`src/rtl/i2c_eng_pkg.sv`:
```
package i2c_eng_pkg;
  localparam int BYTE_W = 8;
  localparam int CNT_W = $clog2(BYTE_W + 1);

  typedef enum logic [2:0] {
    OP_NONE    = 3'd0,
    OP_START   = 3'd1,
    OP_RESTART = 3'd2,
    OP_STOP    = 3'd3,
    OP_WRITE   = 3'd4,
    OP_READ    = 3'd5
  } busOp_e;

  // strobes from control to datapath, one cycle wide
  typedef struct packed {
    logic load;         // take txByte into the shifter
    logic capture;      // sample the synchronized data line (mid-high)
    logic shift;        // advance to the next bit (end of slot)
    logic finishRead;   // publish the received byte
    logic finishWrite;  // publish the acknowledge seen in slot 9
  } dpStrobe_t;
endpackage

```
`src/rtl/i2c_eng_dp.sv`:
```
module i2c_eng_dp
  import i2c_eng_pkg::*;
#(
  parameter int SYNC_STAGES = 2
) (
  input  logic              clk,
  input  logic              rst_n,
  input  dpStrobe_t         stb,
  input  logic [BYTE_W-1:0] txByte,
  input  logic              sdaIn,
  output logic              txMsb,
  output logic [BYTE_W-1:0] rxByte,
  output logic              rxAck
);
  logic sdaSync;

  generate
    if (SYNC_STAGES <= 1) begin : g_sync1
      logic syncReg;
      always_ff @(posedge clk or negedge rst_n) begin
        if (!rst_n) syncReg <= 1'b1;
        else        syncReg <= sdaIn;
      end
      assign sdaSync = syncReg;
    end else begin : g_syncN
      logic [SYNC_STAGES-1:0] syncChain;
      always_ff @(posedge clk or negedge rst_n) begin
        if (!rst_n) syncChain <= '1;
        else        syncChain <= {syncChain[SYNC_STAGES-2:0], sdaIn};
      end
      assign sdaSync = syncChain[SYNC_STAGES-1];
    end
  endgenerate

  logic [BYTE_W-1:0] shiftReg;
  logic              capBit;

  always_ff @(posedge clk or negedge rst_n) begin
    if (!rst_n) begin
      shiftReg <= '1;
      capBit   <= 1'b1;
      rxByte   <= '0;
      rxAck    <= 1'b0;
    end else begin
      if (stb.load)         shiftReg <= txByte;
      else if (stb.shift)   shiftReg <= {shiftReg[BYTE_W-2:0], capBit};
      if (stb.capture)      capBit   <= sdaSync;
      if (stb.finishRead)   rxByte   <= {shiftReg[BYTE_W-2:0], capBit};
      if (stb.finishWrite)  rxAck    <= ~capBit;
    end
  end

  assign txMsb = shiftReg[BYTE_W-1];
endmodule

```
`src/rtl/i2c_eng_ctrl.sv`:
```
module i2c_eng_ctrl
  import i2c_eng_pkg::*;
#(
  parameter int DIV_W = 8
) (
  input  logic             clk,
  input  logic             rst_n,
  input  logic             cmdValid,
  input  logic [2:0]       cmdOp,
  input  logic             ackToSend,
  input  logic             irqClr,
  input  logic [DIV_W-1:0] divQuarter,
  input  logic             txMsb,
  output dpStrobe_t        stb,
  output logic             sclDrvLow,
  output logic             sdaDrvLow,
  output logic             busy,
  output logic             irqFlag
);
  localparam logic [CNT_W-1:0] LAST_SLOT = CNT_W'(BYTE_W);

  typedef enum logic [1:0] {S_IDLE, S_PARK, S_RUN} state_e;

  state_e           state;
  busOp_e           opReg;
  logic             ackReg;
  logic [DIV_W-1:0] qCnt;
  logic [1:0]       phase;
  logic [CNT_W-1:0] slotCnt;

  logic opKnown, accept, qEnd, byteOp, slotEnd, actionEnd, dataSlot;

  assign opKnown   = (cmdOp >= 3'd1) && (cmdOp <= 3'd5);
  assign accept    = cmdValid && (state != S_RUN) && !irqFlag && opKnown;
  assign qEnd      = (qCnt == divQuarter);
  assign byteOp    = (opReg == OP_WRITE) || (opReg == OP_READ);
  assign slotEnd   = (state == S_RUN) && qEnd && (phase == 2'd3);
  assign actionEnd = slotEnd && (!byteOp || (slotCnt == LAST_SLOT));
  assign dataSlot  = (slotCnt < LAST_SLOT);

  always_ff @(posedge clk or negedge rst_n) begin
    if (!rst_n) begin
      state   <= S_IDLE;
      opReg   <= OP_NONE;
      ackReg  <= 1'b0;
      qCnt    <= '0;
      phase   <= '0;
      slotCnt <= '0;
    end else if (accept) begin
      state   <= S_RUN;
      opReg   <= busOp_e'(cmdOp);
      ackReg  <= ackToSend;
      qCnt    <= '0;
      phase   <= '0;
      slotCnt <= '0;
    end else if (state == S_RUN) begin
      if (qEnd) begin
        qCnt  <= '0;
        phase <= phase + 2'd1;
        if (phase == 2'd3) slotCnt <= slotCnt + CNT_W'(1);
        if (actionEnd) state <= (opReg == OP_STOP) ? S_IDLE : S_PARK;
      end else begin
        qCnt <= qCnt + DIV_W'(1);
      end
    end
  end

  always_ff @(posedge clk or negedge rst_n) begin
    if (!rst_n)                 irqFlag <= 1'b0;
    else if (actionEnd && byteOp) irqFlag <= 1'b1;
    else if (irqClr)            irqFlag <= 1'b0;
  end

  // strobes toward the datapath
  always_comb begin
    stb             = '0;
    stb.load        = accept;
    stb.capture     = (state == S_RUN) && byteOp && qEnd && (phase == 2'd1);
    stb.shift       = slotEnd && byteOp && dataSlot;
    stb.finishRead  = slotEnd && (opReg == OP_READ) && (slotCnt == LAST_SLOT - CNT_W'(1));
    stb.finishWrite = slotEnd && (opReg == OP_WRITE) && (slotCnt == LAST_SLOT);
  end

  // line levels per quarter: slot is low, high, high, low for the clock
  logic dataLow, nextScl, nextSda;
  assign dataLow = (opReg == OP_WRITE) ? (dataSlot ? ~txMsb : 1'b0)
                                       : (dataSlot ? 1'b0 : ackReg);

  always_comb begin
    nextScl = 1'b0;
    nextSda = 1'b0;
    unique case (state)
      S_IDLE: begin
        nextScl = 1'b0;
        nextSda = 1'b0;
      end
      S_PARK: begin
        nextScl = 1'b1;
        nextSda = sdaDrvLow;
      end
      default: begin
        case (opReg)
          OP_START: begin
            nextScl = (phase == 2'd3);
            nextSda = (phase >= 2'd2);
          end
          OP_RESTART: begin
            nextScl = (phase == 2'd0) || (phase == 2'd3);
            nextSda = (phase >= 2'd2);
          end
          OP_STOP: begin
            nextScl = (phase == 2'd0);
            nextSda = (phase <= 2'd1);
          end
          default: begin
            nextScl = (phase == 2'd0) || (phase == 2'd3);
            nextSda = dataLow;
          end
        endcase
      end
    endcase
  end

  always_ff @(posedge clk or negedge rst_n) begin
    if (!rst_n) begin
      sclDrvLow <= 1'b0;
      sdaDrvLow <= 1'b0;
    end else begin
      sclDrvLow <= nextScl;
      sdaDrvLow <= nextSda;
    end
  end

  assign busy = (state == S_RUN);
endmodule

```
`src/rtl/i2c_byte_engine.sv`:
```
module i2c_byte_engine
  import i2c_eng_pkg::*;
#(
  parameter int DIV_W       = 8,
  parameter int SYNC_STAGES = 2
) (
  input  logic             clk,
  input  logic             rst_n,
  input  logic             cmdValid,
  input  logic [2:0]       cmdOp,
  input  logic [7:0]       txByte,
  input  logic             ackToSend,
  input  logic             irqClr,
  input  logic [DIV_W-1:0] divQuarter,
  input  logic             sdaIn,
  output logic             sclDrvLow,
  output logic             sdaDrvLow,
  output logic             busy,
  output logic             irqFlag,
  output logic [7:0]       rxByte,
  output logic             rxAck
);
  dpStrobe_t stb;
  logic      txMsb;

  i2c_eng_ctrl #(.DIV_W(DIV_W)) u_ctrl (
    .clk(clk), .rst_n(rst_n), .cmdValid(cmdValid), .cmdOp(cmdOp),
    .ackToSend(ackToSend), .irqClr(irqClr), .divQuarter(divQuarter),
    .txMsb(txMsb), .stb(stb), .sclDrvLow(sclDrvLow), .sdaDrvLow(sdaDrvLow),
    .busy(busy), .irqFlag(irqFlag)
  );

  i2c_eng_dp #(.SYNC_STAGES(SYNC_STAGES)) u_dp (
    .clk(clk), .rst_n(rst_n), .stb(stb), .txByte(txByte), .sdaIn(sdaIn),
    .txMsb(txMsb), .rxByte(rxByte), .rxAck(rxAck)
  );
endmodule

```
`config.mk`:
```
export PLATFORM = sky130hd
export DESIGN_NAME = i2c_byte_engine
export DESIGN_NICKNAME = d
export VERILOG_FILES = /design/src/rtl/i2c_eng_pkg.sv /design/src/rtl/i2c_eng_dp.sv /design/src/rtl/i2c_eng_ctrl.sv /design/src/rtl/i2c_byte_engine.sv
export SDC_FILE = /design/constraint.sdc
export NUM_CORES = 1
export LEC_CHECK = 0
export BUFFER_PORTS_ARGS = -buffer_cell sky130_fd_sc_hd__buf_2
export CELL_PAD_IN_SITES_DETAIL_PLACEMENT = 0
export CELL_PAD_IN_SITES_GLOBAL_PLACEMENT = 1
export CORE_MARGIN = 2
export CORE_UTILIZATION = 46
export DETAILED_ROUTE_END_ITERATION = 10
export PLACE_DENSITY_LB_ADDON = 0.12
export SLEW_MARGIN = 30
export SYNTH_ARGS = -nofsm -noshare
export SYNTH_HDL_FRONTEND = slang
export SYNTH_SLANG_ARGS = --single-unit
```
`constraint.sdc`:
```
create_clock -name clk -period 4.45 [get_ports clk]
set_clock_uncertainty 0.05 [all_clocks]
set_input_delay 0.445 -clock clk [delete_from_list [all_inputs] [get_ports clk]]
set_output_delay 0.445 -clock clk [all_outputs]
set_load 0.02 [all_outputs]
```
=== Word-level counts from Yosys, hierarchy flattened ===
Index checks and enable logic that the tools add are counted.

* Register bits: 43
* Input bits: 25
* Output and inout port bits: 13
* Logic and storage cells: 97

* Add/subtract/negate cells: 3
* Magnitude comparators: 5
* Equal/unequal tests: 13
* Multiplexer cells: 26
* Bitwise operators: 2
* Reduce and logical (&&, ||, !) cells: 34

{| class="wikitable"
|+ Operators with widths
! operator !! number
|-
| $mux 8 || 5
|-
| $logic_and 1x1->1 || 17
|-
| $mux 4 || 4
|-
| $mux 2 || 7
|-
| $reduce_bool 2->1 || 6
|-
| $add 8x1->8 const B || 1
|-
| $eq 8x8->1 || 1
|-
| $pmux 1 s2 || 4
|-
| $eq 3x2->1 const B || 2
|-
| $eq 3x3->1 const B || 2
|-
| $mux 1 || 6
|-
| $reduce_and 3->1 || 2
|-
| $add 4x1->4 const B || 1
|-
| $eq 2x1->1 const B || 2
|-
| $eq 2x2->1 const B || 2
|-
| $eq 4x3->1 const B || 1
|-
| $eq 4x4->1 const B || 1
|-
| $logic_not 2->1 || 2
|-
| $lt 4x4->1 const B || 1
|-
| $eq 3x1->1 const B || 1
|-
| $ge 3x1->1 const B || 1
|-
| $le 3x3->1 const B || 1
|-
| $logic_or 1x1->1 || 3
|-
| $add 2x1->2 const B || 1
|-
| other kinds (7) || 9
|}

=== Logic depth before layout (Yosys ltp) ===
* Word-level depth: 9
* Depth in mapped cells: 7
* Depth with buffers taken out: 7

=== By module ===
From an unflattened synthesis, not the netlist that was laid out.

* Cell total of the unflattened synthesis: 216
* Area, all modules: 2412.3 sq um

{| class="wikitable"
|+ Modules (own cells, without submodules)
! module !! times used !! cells an instance !! area an instance (sq um) !! seq. area each (sq um)
|-
| i2c_eng_ctrl || 1 || 158 || 1569.0 || 575.6
|-
| i2c_eng_dp || 1 || 58 || 843.3 || 514.2
|}

=== Worst setup path before layout ===
No wires, ideal clock.

* Path kind: input to register
* From: input divQuarter[7]
* To: register u_dp.rxByte[0]
* Arrival time: 1.789 ns
* Data required time: 4.275 ns
* Path slack: 2.486 ns
* Stages: 5
* Path through: xor2_1 nor4_4 nand3_1 nor2_4 mux2_2

* Word-level cells in the longest chain between the ends: 5

{| class="wikitable"
|+ Ends and longest elaborated chain
! item !! RTL line !! text
|-
| from (decl) || i2c_byte_engine.sv:14 || <nowiki>input logic [DIV_W-1:0] divQuarter,</nowiki>
|-
| $eq 8x8->1 || i2c_eng_ctrl.sv:35 || <nowiki>assign qEnd = (qCnt == divQuarter);</nowiki>
|-
| $logic_and 1x1->1 (2 in series) || i2c_eng_ctrl.sv:37 || <nowiki>assign slotEnd = (state == S_RUN) && qEnd && (phase == 2'd3);</nowiki>
|-
| $logic_and 1x1->1 (2 in series) || i2c_eng_ctrl.sv:80 || <nowiki>stb.finishRead = slotEnd && (opReg == OP_READ) && (slotCnt == LAST_SLOT - CNT_W'(1));</nowiki>
|-
| to (signal assigned) || i2c_eng_dp.sv:48 || <nowiki>if (stb.finishRead) rxByte <= {shiftReg[BYTE_W-2:0], capBit};</nowiki>
|-
| to (decl) || i2c_eng_dp.sv:12 || <nowiki>output logic [BYTE_W-1:0] rxByte,</nowiki>
|}

Every way passes these cells.
A chain may end at the register's enable or synchronous reset.

=== Worst setup path in the final report ===
* From: register u_ctrl.qCnt[7]
* To: register u_dp.rxByte[1]

* Word-level cells in the longest chain between the ends: 5

{| class="wikitable"
|+ Ends and longest elaborated chain
! item !! RTL line !! text
|-
| from (decl) || i2c_eng_ctrl.sv:27 || <nowiki>logic [DIV_W-1:0] qCnt;</nowiki>
|-
| from (signal assigned) || i2c_eng_ctrl.sv:63 || <nowiki>qCnt <= qCnt + DIV_W'(1);</nowiki>
|-
| $eq 8x8->1 || i2c_eng_ctrl.sv:35 ||
|-
| $logic_and 1x1->1 (2 in series) || i2c_eng_ctrl.sv:37 ||
|-
| $logic_and 1x1->1 (2 in series) || i2c_eng_ctrl.sv:80 ||
|}

Every way passes these cells.

==> parameters.txt <==
Parameter                              Value

Logic synthesis
  Top cells by area, synth    dfrtp_1 37%, dfstp_2 13%, mux2i_1 6.0%
  Number of register bits inferred by synthesis    43
  Area share of the largest cell type after synthesis    0.3674
  Number of synthesized flops with an enable pin    0
  Part of the Yosys area used for sequential elements    0.5000
  Number of warnings reported in the yosys synthesis log    0
  Post-Synthesis Mean Instance Area    about 11 sq um
  Async set or reset register ratio after synthesis    1.000
  Total nets after synthesis    around 240
  Syn Std Cell Area    2180 sq um
  Library cells used by synthesis    37
  Top cell type by total area after synthesis    dfrtp_1
  Most frequently used flop master after synthesis    dfrtp_1
  Number of instances in the synthesized netlist    approximately 200

Place
  Placement-stage worst setup slack    1978 ps
  Final HPWL DP    ~3000 microns
  Area of placed instances    approximately 2400 sq um
  Gpl congestion    between 0.7 and 0.8
  Cell count after placement    291
  Port-buffer cells    37

Global routing
  Overflow left after global routing    0
  Tot GR Track Use    0.1808
  Vias in the first global route    between 1500 and 2000
  Wire length of the first global-routing pass    7320 microns
  Number of antenna violations at the first check in global routing    0
  Pin count of the biggest net entering global routing    44

STA
  Pins over their slew limit    0
  Number of setup violations in the final report    0
  Tcrit/Tclk final    0.4899
  Final worst path period need    2180 ps
  Worst setup margin    ~2300 ps
  RSZ-0062 raised after global routing    false
  Final hold violations    0
  Worst rel slew slack    0.6277
  TNS Setup    0 ps
  Transition time at the pin with the least slew margin    555.4 ps
  Maximum clock rate    around 0.46 GHz

Routing
  Mean routed wirelength per cell    around 14 microns
  DR vias    around 1600
  Total iterations of the first detailed-routing run    4
  Iteration-0 DRC Markers    126
  Final Routed Wirelength    roughly 4300 microns
  Antenna violation net count after detailed routing    0
  Routed vias/inst    between 5 and 6
  Count of unresolved DRC violations after routing    0

Setup path
  Kind of cell adding the most delay to the critical path    simple AND/OR/NAND/NOR gates
  Cell breakdown of the critical path    xor2_1, nor4_4, nand3_1, nor2_4, mux2_2
  Startpoint of the most critical register-to-register path    u_ctrl.qCnt[7]
  Cell type of the slowest stage on the worst timing path    nor4_4
  Maximum single-stage delay on the critical path    510 ps
  Worst path buffer plus inverter count    0
  Classification of the worst setup path    flop to flop
  Startpoint type of the worst setup path    flop
  Arrival time at the worst endpoint    ~2300 ps
  Crit-path max FO    8
  Crit path launch    u_ctrl.qCnt[7]
  Element type at the critical path end    flop
  Critical path required time    about 4600 ps

Clocking
  Maximum buffer depth of the clock tree    2
  Clock-pin slew on the worst setup and hold paths    approximately 80 ps
  Clock tree from TritonCTS    built
  CTS Hold Buffers Added    0
  Insertion delay of the later-clocked pin in the worst-skew pair    just under 300 ps
  Post-CTS Repair Setup Buffers    0
  H-tree levels    2
  Resized cells post-CTS    0
  Master cell of the clock root buffer    clkbuf_8
  Clock sink count    43
  Number of clock buffers inserted by TritonCTS    5

Job
  Number of max-cap violations    0

Floorplanning
  Effective utilization at floorplan    0.4708
  Standard-cell rows    25
  Die area    5305 sq um
  Core Footprint    4629 sq um
  Die Wd    72.84 microns
  Top Ports    38
  Vertical die dimension    between 70 and 80 microns

Layout
  Final instance area    between 2000 and 3000 sq um
  Layout-stage area growth over the synthesis result    14.87%
  Layout net count    277
  Count of placed standard cells in the final layout, fillers left out    300
  Share of layout cells above drive strength 1    0.2805
  Utilization of the core after routing    0.5408
  Number of antenna cells inserted    0

Status
  Result of the run    finished clean

Power
  Power density over the cells    487.5 nW/um^2
  Peak ir drop on the vdd network    around 0.00024 V
  Leakage power summed over all cells    0.001250 uW

Hold path
  Worst min-delay path class    primary input to async pin
==> placed cells by master (no fill, tap or decap), types with 2 or more instances in the layout <==
| master | count |
|---|---|
| a21oi_1 | 12 |
| and3_1 | 2 |
| and4b_1 | 2 |
| buf_2 | 36 |
| clkbuf_1 | 3 |
| clkbuf_8 | 5 |
| dfrtp_1 | 32 |
| dfstp_2 | 11 |
| ha_1 | 7 |
| inv_1 | 9 |
| mux2_2 | 9 |
| mux2i_1 | 13 |
| nand2_1 | 20 |
| nand2b_1 | 3 |
| nand3_1 | 9 |
| nand4_1 | 5 |
| nor2_1 | 21 |
| nor2b_1 | 2 |
| nor3_1 | 3 |
| o21ai_0 | 7 |
| xnor2_1 | 2 |
| xor2_1 | 14 |
==> flip-flops by register name (all words and copies together), names as in the netlist, 2 cells and up <==
register                count
u_ctrl.qCnt                 8
u_dp.rxByte                 8
u_dp.shiftReg               8
u_ctrl.slotCnt              4
u_ctrl.opReg                3
u_ctrl.phase                2
u_ctrl.state                2
u_dp.g_syncN.syncChain      2
==> report_power, final <==
| group | switching [uW] | total (uW) | internal, uW |
|---|---|---|---|
| clock | 121 | 232 | 112 |
| combinational | 205 | 362 | 157 |
| sequential | 111 | 626 | 515 |
| total | 437 | 1220 | 784 |
==> cell families after synthesis <==
group | after synthesis | synth area share
buf+inv | 15 | 0.02583
mux | 22 | 0.1062
flops | 43 | 0.5000
compound gates | 25 | 0.06660
simple gates | 78 | 0.1969
xor+xnor | 16 | 0.06430
fa+ha+maj | 7 | 0.04018
==> worst reg2reg max path, stage by stage, from the launching register on <==
cell,delay [ps]
dfrtp_1,430
xor2_1,180
nor4_4,510
nand3_1,210
nor2_4,300
mux2_2,380
==> stage by stage <==
step | hold slack, ps | power, uW
after floorplan | 99.41 | 888.5
after global placement | 297.0 | 989.8
after detailed placement | 297.2 | 992.2
after CTS | 191.1 | 1232
after global routing | 107.2 | 1321
final | 65.03 | 1221
==> metal layers <==
layer	routed length (microns)	GRT usage	up-vias
met1	2159	0.2615	762
met5	0	0	-
met2	1911	0.2667	38
met4	66	0.06584	0
met3	199	0.04144	9
li1	-	-	796
==> cell usage after synthesis (2+ instances only) <==
cell	count
nand4_1	5
o21ai_0	7
ha_1	7
xnor2_1	2
nand2_1	20
inv_1	9
mux2i_1	13
dfrtp_1	32
clkbuf_1	6
nor2b_1	2
a21oi_1	12
nand3_1	9
nand2b_1	3
and3_1	2
nor3_1	3
dfstp_2	11
nor2_1	21
xor2_1	14
and4b_1	2
mux2_2	9
==> cell type report <==
class | count | area [sq um]
Sequential cell | 43 | 1090
Tap cell | 54 | 67.56
Clock buffer | 8 | 80.08
Multi-Input combinational cell | 148 | 1033
Timing Repair Buffer | 38 | 198.9
Fill cell | 448 | 2126
Inverter | 9 | 33.78
==> worst paths after layout <==
path                                                  end  slack, ps  depth (start not counted)
worst max-delay path                       u_dp.rxByte[1]       2270                          5
worst min-delay path                       u_ctrl.qCnt[5]         70                          1
worst max register to register             u_dp.rxByte[1]       2270                          5
worst min register to register  u_dp.g_syncN.syncChain[1]        310                          0
max in group asynchronous                u_dp.shiftReg[2]       3870                          1
min in group clk                u_dp.g_syncN.syncChain[0]        200                          1
Note: power is estimated with default switching activity, not from simulation.
